[config.mk]
export PLATFORM = sky130hd
export DESIGN_NAME = chrbank_mapper
export DESIGN_NICKNAME = d
export VERILOG_FILES = /design/src/rtl/chrbank_pkg.sv /design/src/rtl/chrbank_ctrl.sv /design/src/rtl/chrbank_dp.sv /design/src/rtl/chrbank_mapper.sv
export SDC_FILE = /design/constraint.sdc
export NUM_CORES = 1
export LEC_CHECK = 0
export BUFFER_PORTS_ARGS = -buffer_cell sky130_fd_sc_hd__buf_2
export CORE_MARGIN = 2
export CORE_UTILIZATION = 45
export CTS_CLUSTER_DIAMETER = 40
export DETAILED_ROUTE_END_ITERATION = 8
export PLACE_DENSITY_LB_ADDON = 0.12
export SYNTH_ARGS = -nofsm -noshare
export SYNTH_HDL_FRONTEND = slang
export SYNTH_SLANG_ARGS = --single-unit
[constraint.sdc]
create_clock -name clk -period 2.4 [get_ports clk]
set_input_delay 0.24 -clock clk [delete_from_list [all_inputs] [get_ports clk]]
set_output_delay 0.24 -clock clk [all_outputs]
set_load 0.01 [all_outputs]
[src/rtl/chrbank_pkg.sv]
package chrbank_pkg;

  typedef enum logic [1:0] {
    SIZE_8K = 2'd0,
    SIZE_4K = 2'd1,
    SIZE_2K = 2'd2,
    SIZE_1K = 2'd3
  } sizeMode_e;

  typedef enum logic [1:0] {
    MIR_VERT = 2'd0,
    MIR_HORZ = 2'd1,
    MIR_ONE0 = 2'd2,
    MIR_ONE1 = 2'd3
  } mirror_e;

  // one-cycle write strobes from the decoder to the datapath
  typedef struct packed {
    logic       loEn;
    logic       hiEn;
    logic       sizeEn;
    logic       mirEn;
    logic       outerEn;
    logic [2:0] idx;
    logic [7:0] data;
  } regStrobe_t;

endpackage

[src/rtl/chrbank_ctrl.sv]
module chrbank_ctrl
  import chrbank_pkg::*;
#(
  parameter logic [3:0] PAGE_LO  = 4'h9,
  parameter logic [3:0] PAGE_HI  = 4'hA,
  parameter logic [3:0] PAGE_CTL = 4'hD
) (
  input  logic        wrEn,
  input  logic [15:0] wrAddr,
  input  logic [7:0]  wrData,
  output regStrobe_t  strb
);

  logic [3:0] page;
  logic       unusedAddr;

  assign page       = wrAddr[15:12];
  assign unusedAddr = ^wrAddr[11:3];

  always_comb begin
    strb         = '0;
    strb.idx     = wrAddr[2:0];
    strb.data    = wrData;
    strb.loEn    = wrEn && (page == PAGE_LO);
    strb.hiEn    = wrEn && (page == PAGE_HI);
    if (wrEn && (page == PAGE_CTL)) begin
      // control page repeats every four addresses
      unique case (wrAddr[1:0])
        2'd0:    strb.sizeEn  = 1'b1;
        2'd1:    strb.mirEn   = 1'b1;
        2'd3:    strb.outerEn = 1'b1;
        default: ;
      endcase
    end
  end

endmodule

[src/rtl/chrbank_dp.sv]
module chrbank_dp
  import chrbank_pkg::*;
#(
  parameter int BANK_W  = 16,
  parameter int ROM_AW  = 22,
  parameter int OUTER_W = 5,
  parameter int WIN_W   = 8,
  parameter int ENTRIES = 8
) (
  input  logic                 clk,
  input  logic                 rst_n,
  input  regStrobe_t           strb,
  input  logic [2:0]           slot,
  input  logic                 ppuA11,
  input  logic                 ppuA10,
  output logic [ROM_AW-11:0]   chrHi,
  output logic                 ciramA10
);

  localparam int OUT_W  = ROM_AW - 10;
  localparam int UNIT_W = BANK_W + 3;
  localparam int HALF_W = BANK_W - 8;

  logic [7:0]        bankLo [ENTRIES];
  logic [HALF_W-1:0] bankHi [ENTRIES];
  sizeMode_e         sizeMode;
  mirror_e           mirror;
  logic [OUTER_W-1:0] outerSel;
  logic              bypass;
  logic              repeatEn;

  always_ff @(posedge clk) begin
    if (!rst_n) begin
      sizeMode <= SIZE_8K;
      mirror   <= MIR_VERT;
      outerSel <= '0;
      bypass   <= 1'b0;
      repeatEn <= 1'b0;
    end else begin
      if (strb.sizeEn) sizeMode <= sizeMode_e'(strb.data[4:3]);
      if (strb.mirEn)  mirror   <= mirror_e'(strb.data[1:0]);
      if (strb.outerEn) begin
        repeatEn <= strb.data[7];
        bypass   <= strb.data[5];
        outerSel <= strb.data[OUTER_W-1:0];
      end
    end
  end

  for (genvar g = 0; g < ENTRIES; g++) begin : g_entry
    always_ff @(posedge clk) begin
      if (!rst_n) begin
        bankLo[g] <= '0;
        bankHi[g] <= '0;
      end else begin
        if (strb.loEn && strb.idx == 3'(g)) bankLo[g] <= strb.data;
        if (strb.hiEn && strb.idx == 3'(g)) bankHi[g] <= strb.data[HALF_W-1:0];
      end
    end
  end

  logic [2:0]        effSlot;
  logic [2:0]        entryIdx;
  logic [BANK_W-1:0] bankNum;
  logic [UNIT_W-1:0] unitAddr;
  logic [OUTER_W+WIN_W-1:0] windowed;

  always_comb begin
    effSlot = slot;
    if (repeatEn && (sizeMode == SIZE_2K || sizeMode == SIZE_1K) && !slot[2])
      effSlot[1] = 1'b0;

    unique case (sizeMode)
      SIZE_8K: entryIdx = 3'd0;
      SIZE_4K: entryIdx = {effSlot[2], 2'b00};
      SIZE_2K: entryIdx = {effSlot[2:1], 1'b0};
      default: entryIdx = effSlot;
    endcase

    bankNum = {bankHi[entryIdx], bankLo[entryIdx]};

    unique case (sizeMode)
      SIZE_8K: unitAddr = {bankNum, effSlot};
      SIZE_4K: unitAddr = {1'b0, bankNum, effSlot[1:0]};
      SIZE_2K: unitAddr = {2'b00, bankNum, effSlot[0]};
      default: unitAddr = {3'b000, bankNum};
    endcase

    windowed = {outerSel, unitAddr[WIN_W-1:0]};
    chrHi    = bypass ? OUT_W'(unitAddr) : OUT_W'(windowed);

    unique case (mirror)
      MIR_VERT: ciramA10 = ppuA10;
      MIR_HORZ: ciramA10 = ppuA11;
      MIR_ONE0: ciramA10 = 1'b0;
      default:  ciramA10 = 1'b1;
    endcase
  end

endmodule

[src/rtl/chrbank_mapper.sv]
module chrbank_mapper
  import chrbank_pkg::*;
#(
  parameter int BANK_W  = 16,
  parameter int ROM_AW  = 22,
  parameter int OUTER_W = 5
) (
  input  logic                clk,
  input  logic                rst_n,
  input  logic                wrEn,
  input  logic [15:0]         wrAddr,
  input  logic [7:0]          wrData,
  input  logic [12:0]         ppuAddr,
  output logic [ROM_AW-11:0]  chrHi,
  output logic                ciramA10
);

  regStrobe_t strb;
  logic       unusedPpu;

  assign unusedPpu = ^ppuAddr[9:0];

  chrbank_ctrl u_ctrl (
    .wrEn   (wrEn),
    .wrAddr (wrAddr),
    .wrData (wrData),
    .strb   (strb)
  );

  chrbank_dp #(
    .BANK_W  (BANK_W),
    .ROM_AW  (ROM_AW),
    .OUTER_W (OUTER_W)
  ) u_dp (
    .clk      (clk),
    .rst_n    (rst_n),
    .strb     (strb),
    .slot     (ppuAddr[12:10]),
    .ppuA11   (ppuAddr[11]),
    .ppuA10   (ppuAddr[10]),
    .chrHi    (chrHi),
    .ciramA10 (ciramA10)
  );

endmodule

==> summary.txt, run 1 <==
Slew Viols, Final - 0
Worst r2r dst - u_dp.repeatEn$_SDFFE_PN0P_
Syn nets - 521
Main synth FF type - edfxtp_1
Fmax - 396.2 MHz
Vias in the first global route - 3997
First DRT Iteration DRCs - 453
Final setup margin - -0.1237 ns
Syn avg cell area - 11.57 µm²
# diodes - 0
Post-detailed-route count of antenna-violating nets - 0
Die height - 115.2 µm
H-tree levels - 3
Worst-Skew Late Latency - 0.35 ns
Post-synthesis instance total - 481
Final Hold Vio Count - 0
Post-Place Worst Slack - 0.01236 ns
Final routed DRC violation total - 0
Synth top area share - 51.79%
Placeable core region - 12060 µm²
Status - finished with violations
Sink Count - 106
Slew @ Worst Pin - 0.6717 ns
Setup-failing EPs final - 9
Violations in the final reports - negative setup slack
Fill cells - 1032
CP Capture Type - primary output
WHS Path Cells - 2
PwrDens - 591.2 nW/µm²
HP Class - input port to flop
Distinct cells, synth - 54
CTS tree - built
Port bufs - 33
Top cell type by total area after synthesis - edfxtp_1
Post-layout minimum cycle time - 2.524 ns
DIE AREA - 13280 µm²
Tcrit/Tclk final - 105.2%
Root Buffer - clkbuf_16
Max-Cap Viols - 0
Mapped Area - 5567 µm²
Layout Cells excl Fill - 726
RR Startpoint - u_dp.repeatEn$_SDFFE_PN0P_
Slew margin rel. - 54.75%
Global-route usage over all layers - 24.08%
Row Count - 40
Largest family of logic cells by synthesized area - simple AND/OR/NAND/NOR gates
FF-to-FF setup slack - 1.64 ns
Worst Setup Start Kind - flop
Part of the Yosys area used for sequential elements - 55.38%
# IOs - 53
Leakage - 0.002529 µW
Compound-Gate Fraction of Synth Area - 11.28%
Share of layout cells above drive strength 1 - 26.88%
Dpl hpwl - 10820 µm
Ys async rst share - 0%
Syn. warnings - 0
Layout Skew - 0 ns
Initial DRT Pass Iterations - 5
Gr ovfl total - 0
Critical Path RT - 2.16 ns
Post-synth EDFFs - 96
Max Root-Sink Buffers - 2
Max IR drop VDD - 0.3479 mV
CTS buffer count - 9
Die X-Extent - 115.2 µm
HP Start - rst_n
First-pass GRT wire length - 23160 µm
Per-cell routed wire length - 20.91 µm
Placed insts - 696
Worst Hold End - u_dp.repeatEn$_SDFFE_PN0P_
Synth Area in XOR/XNOR - 0%
R2R cell count - 3
Multi-input combinational cell area - 2456 µm²
Adder-cell share of the synthesized area - 0%
Routed wire length - 15180 µm
Post-synthesis register bit count - 106
Largest net degree at the start of global routing - 20
Multiplexer share of the synthesized area - 8.699%
Synth top cells by count - and2_1 (96), edfxtp_1 (96), nand2_1 (29), o21ai_0 (29), mux2i_1 (27)
Kind of critical path - flop to primary output
Nets - 594
Initial Utilization - 46.15%
Hold-fix buffers, CTS - 0
Clock-pin slew on the worst setup and hold paths - 0.07 ns
Crit-path max FO - 5
Antenna violations before repair - 0
Vias/cell - 5.766
Crit path DAT - 2.28 ns
Synth top area cells - edfxtp_1 (52%), and2_1 (11%), mux2i_1 (4.9%), dfxtp_1 (3.6%), mux4_2 (2.8%)
GP Congestion - 0.8905
Unrepaired setup endpoints after global routing - true
Synth-to-Final Area Change - 21.26%
Synth Area in Simple Gates - 21.58%
Seq. cell area - 3092 µm²
Via count - 4186
## final cells by class
cell class,count,area share (%)
clock buffers,9,3.336
clock inverters,6,1.390
inverters,5,0.2780
multi-input cells,342,36.39
flip-flops and latches,106,45.80
well taps,168,3.114
repair buffers,90,9.694
## logic make-up (layout without fill, tap and decap cells)
group           after synthesis  count (layout)
compound gates               91              91
buf+inv                      33             110
flops                       106             106
mux                          39              39
simple gates                212             212
## routing by layer
metal / up-vias / global-route usage (%) / wire, µm
li1: 1919 / - / -
met1: 2063 / 35.19 / 6721
met2: 186 / 36.08 / 6873
met3: 18 / 5.640 / 1255
met4: 0 / 6.908 / 330
met5: - / 0 / 0
## timing repair
item,CTS,global route
setup endpoints to repair,12,12
gates resized for setup,29,23
pin swaps,6,10
buffers inserted,4,10
cloned,0,1
## worst max-delay path, stage by stage (launching register included)
cell and delay (ns):
dfxtp_4 0.39, nand2_4 0.08, nor2_8 0.17, mux4_2 0.58, o211ai_4 0.22, a21oi_1 0.10, mux2_4 0.27, buf_6 0.12
## report_power, final
part / internal, µW / total [µW] / switching (µW) / leakage (µW)
sequential: 2090 / 2130 / 36.6 / 0.000995
clock: 913 / 1570 / 659 / 0.000156
combinational: 108 / 291 / 182 / 0.00138
total: 3110 / 3990 / 878 / 0.00253
## flip-flops by register name, summed over array words and instances, names as in the netlist
| name | cells |
|---|---|
| u_dp.bankLo | 64 |
| u_dp.bankHi | 32 |
| u_dp.outerSel | 4 |
| u_dp.mirror | 2 |
| u_dp.sizeMode | 2 |
| u_dp.bypass | 1 |
| u_dp.repeatEn | 1 |
## worst max path at each step
stage	from	endpoint	slack (ns)	depth (start not counted)
after global placement	u_dp.sizeMode[1]$_SDFFE_PN0P_	chrHi[8]	0.009	7
after global routing	u_dp.sizeMode[1]$_SDFFE_PN0P_	chrHi[2]	-0.20	7
after CTS	u_dp.repeatEn$_SDFFE_PN0P_	chrHi[1]	-0.13	8
after floorplan	u_dp.sizeMode[1]$_SDFFE_PN0P_	chrHi[2]	0.36	7
final	u_dp.sizeMode[1]$_SDFFE_PN0P_	chrHi[2]	-0.12	7
after detailed placement	u_dp.sizeMode[1]$_SDFFE_PN0P_	chrHi[4]	0.01	9
## layout by cell type, fill, tap and decap left out, types with 6 or more instances in the layout
master / synthesis / routed
a21oi_1: 7 / 6
a31oi_1: 6 / 6
and2_1: 96 / 95
and3_1: 10 / 8
buf_2: 10 / 33
buf_4: 1 / 44
buf_6: 4 / 11
clkbuf_16: 0 / 9
dfxtp_1: 10 / 7
edfxtp_1: 96 / 96
mux2i_1: 27 / 26
mux4_2: 7 / 7
nand2_1: 29 / 27
nand3_1: 20 / 19
nor2_1: 25 / 25
nor2b_1: 12 / 12
o21ai_0: 29 / 25
## metrics by stage
| step | TNS [ns] | instance area, µm² | power [µW] | util (%) | hold slack [ns] |
|---|---|---|---|---|---|
| CTS | -0.8521 | 6563 | 4005 | 54.41 | 0.2169 |
| global placement | 0 | 6118 | 2436 | 50.73 | 0.5150 |
| floorplan | 0 | 5567 | 2296 | - | 0.3961 |
| detailed placement | 0 | 6118 | 2439 | 50.73 | 0.5217 |
| finish | -0.5099 | 6750 | 3991 | 55.96 | 0.2265 |
| global route | -1.546 | 6750 | 4112 | 55.96 | 0.2201 |
Note: power is estimated with default switching activity, not from simulation.
==> run 2: changes to the inputs <==
--- a/config.mk
+++ b/config.mk
@@ -6,10 +6,12 @@
 export NUM_CORES = 1
 export LEC_CHECK = 0
 export BUFFER_PORTS_ARGS = -buffer_cell sky130_fd_sc_hd__buf_2
+export CORE_ASPECT_RATIO = 0.75
 export CORE_MARGIN = 2
 export CORE_UTILIZATION = 45
 export CTS_CLUSTER_DIAMETER = 40
 export DETAILED_ROUTE_END_ITERATION = 8
+export GPL_TIMING_DRIVEN = 0
 export PLACE_DENSITY_LB_ADDON = 0.12
 export SYNTH_ARGS = -nofsm -noshare
 export SYNTH_HDL_FRONTEND = slang
==> run 2 against run 1 <==
Against the previous run:
- the run still ends with negative setup slack left
- register-to-register slack got worse by 0.63 ns
- sequential share of layout area down 0.58 points
- total power decreased by 3.4%
- maximum frequency fell by 3.4%
- combinational power grew 6%
- global-route usage increased by 2.7 points
- final cell count down 0.69%
- first-iteration DRC count rose by 13%
- clock power down 10%
- routed wire length up 13%
- setup slack worse by 0.089 ns
- via count up 1.6%
==> summary.txt, run 2 (same netlist as run 1, synthesis figures left out) <==
Status - finished with violations
Violations in the final reports - negative setup slack
Comb power frac - 8.0%
Worst Hold End - u_dp.sizeMode[1]$_SDFFE_PN0P_
Per-cell routed wire length - 23.72 µm
Post-layout minimum cycle time - 2.612 ns
Final instance area - 6829 µm²
Max-Cap Viols - 0
Synth-to-Final Area Change - 22.68%
Vias/cell - 5.896
Max Root-Sink Buffers - 2
Max IR drop VDD - 0.3646 mV
Hold slack - 0.2864 ns
Worst Setup Start Kind - flop
Gr ovfl total - 0
FF-to-FF setup slack - 1.01 ns
Largest net degree at the start of global routing - 19
Total power draw - 3856 µW
Vias in the first global route - 4070
Clock network power share - 36.6%
Share of layout cells above drive strength 1 - 27.39%
Worst r2r dst - u_dp.sizeMode[0]$_SDFFE_PN0P_
Routed wire length - 17100 µm
Row Count - 35
First DRT Iteration DRCs - 513
Kind of critical path - flop to primary output
HP Class - input port to flop
Global-route usage over all layers - 26.74%
Worst-Skew Late Latency - 0.34 ns
Setup crit start - u_dp.sizeMode[1]$_SDFFE_PN0P_
Crit-path max FO - 7
Slew @ Worst Pin - 0.9156 ns
Commonest non-fill, non-tap cell in the layout - edfxtp_1
Setup-failing EPs final - 11
Slew margin rel. - 38.55%
Via count - 4251
CTS tree - built
Tcrit/Tclk final - 108.8%
Switching pwr - 941.1 µW
Layout Skew - 0 ns
Leakage - 0.002508 µW
Dpl hpwl - 11840 µm
Fill cells - 1060
Slew Viols, Final - 0
Placeable core region - 12170 µm²
First-pass GRT wire length - 25740 µm
Commonest non-fill, non-tap cells in the layout - edfxtp_1 (96), and2_1 (94), buf_2 (34)
Fin Setup TNS - -1.559 ns
Critical Path RT - 2.16 ns
# IOs - 53
Post-detailed-route count of antenna-violating nets - 0
CP Capture Type - primary output
# diodes - 0
Internal Pwr Total - 2915 µW
Sink Count - 106
WHS Path Cells - 3
H-tree levels - 3
DIE AREA - 13280 µm²
Final Hold Vio Count - 0
Crit path DAT - 2.37 ns
Initial Utilization - 45.72%
Final setup margin - -0.2122 ns
Antenna violations before repair - 0
Seq. cell area - 3088 µm²
R2R cell count - 5
Seq pwr share - 55.3%
PwrDens - 564.7 nW/µm²
GP Congestion - 0.8849
Max FFs per register - 64
Net Sw Frac - 24.40%
Hold-fix buffers, CTS - 0
Fmax - 382.8 MHz
Area after DPL - 5934 µm²
Unrepaired setup endpoints after global routing - true
Root Buffer - clkbuf_16
Biggest regs - u_dp.bankLo (64), u_dp.bankHi (32), u_dp.outerSel (4)
RR Startpoint - u_dp.sizeMode[0]$_SDFFE_PN0P_
Port bufs - 32
Clock-pin slew on the worst setup and hold paths - 0.07 ns
Multi-input combinational cell area - 2572 µm²
Largest reg by FF count - u_dp.bankLo
Nets - 591
Final routed DRC violation total - 0
CTS buffer count - 9
Initial DRT Pass Iterations - 5
Die X-Extent - 132.4 µm
Fin util - 56.09%
Die height - 100.3 µm
HP Start - wrData[4]
==> run 2: changes by cell type in the layout (fill, tap and decap cells not counted), sizes merged <==
cell	change
clkbuf	+13
inv	+3
buf	-16
bufinv	-2
clkinv	-1
==> run 2: worst max-delay path by stage <==
stage	end	cells past startpoint
global route	chrHi[9]	10
finish	chrHi[9]	10
global placement	u_dp.bankLo[4][4]$_SDFFCE_PN0P_	5
CTS	chrHi[6]	9
detailed placement	u_dp.bankLo[0][4]$_SDFFCE_PN0P_	5
floorplan	chrHi[2]	7
==> run 2: cell type report <==
class,instances,area share [%]
clock inverter,6,0.7329
buffer,26,2.895
tap,166,3.041
timing repair buffer,61,6.871
clock buffer,9,3.298
sequential,106,45.22
inverter,5,0.2748
multi-input combinational,342,37.67
==> run 2: timing repair <==
action,CTS,global route
pin swaps,13,8
endpoints found under the setup margin,52,12
setup buffers,21,6
gates cloned,2,0
gates resized for setup,77,23
==> run 2: routing by layer <==
| metal | wire length [µm] | vias to the layer above | part of all wire (%) | global-route usage [%] |
|---|---|---|---|---|
| li1 | - | 1925 | - | - |
| met1 | 8049 | 2098 | 47 | 40.79 |
| met2 | 7231 | 206 | 42 | 38.58 |
| met3 | 1443 | 22 | 8.4 | 5.152 |
| met4 | 377 | 0 | 2.2 | 8.189 |
| met5 | 0 | - | 0 | 0 |
==> run 2: worst max-delay path, stage by stage (launching register included) <==
cell	delay [ns]
dfxtp_4	0.42
buf_6	0.12
buf_6	0.09
nand3_4	0.14
buf_6	0.17
a222oi_1	0.32
a21oi_2	0.09
o221ai_2	0.28
nor2b_4	0.20
o31ai_2	0.06
buf_2	0.14
==> run 2: power by group through the flow <==
stage / Clock, µW / Combinational [µW] / Sequential [µW]
after floorplan: 0 / 146 / 2150
after global placement: 0 / 262 / 2170
after detailed placement: 0 / 266 / 2170
after CTS: 1420 / 294 / 2130
after global routing: 1500 / 331 / 2140
final: 1410 / 309 / 2130
==> run 2: stage by stage <==
| stage | cells | setup WS, ns |
|---|---|---|
| after floorplan | 481 | 0.3571 |
| after detailed placement | 679 | -0.4653 |
| after global placement | 679 | -0.4841 |
| final | 721 | -0.2122 |
| after CTS | 716 | -0.2394 |
| after global routing | 721 | -0.3141 |
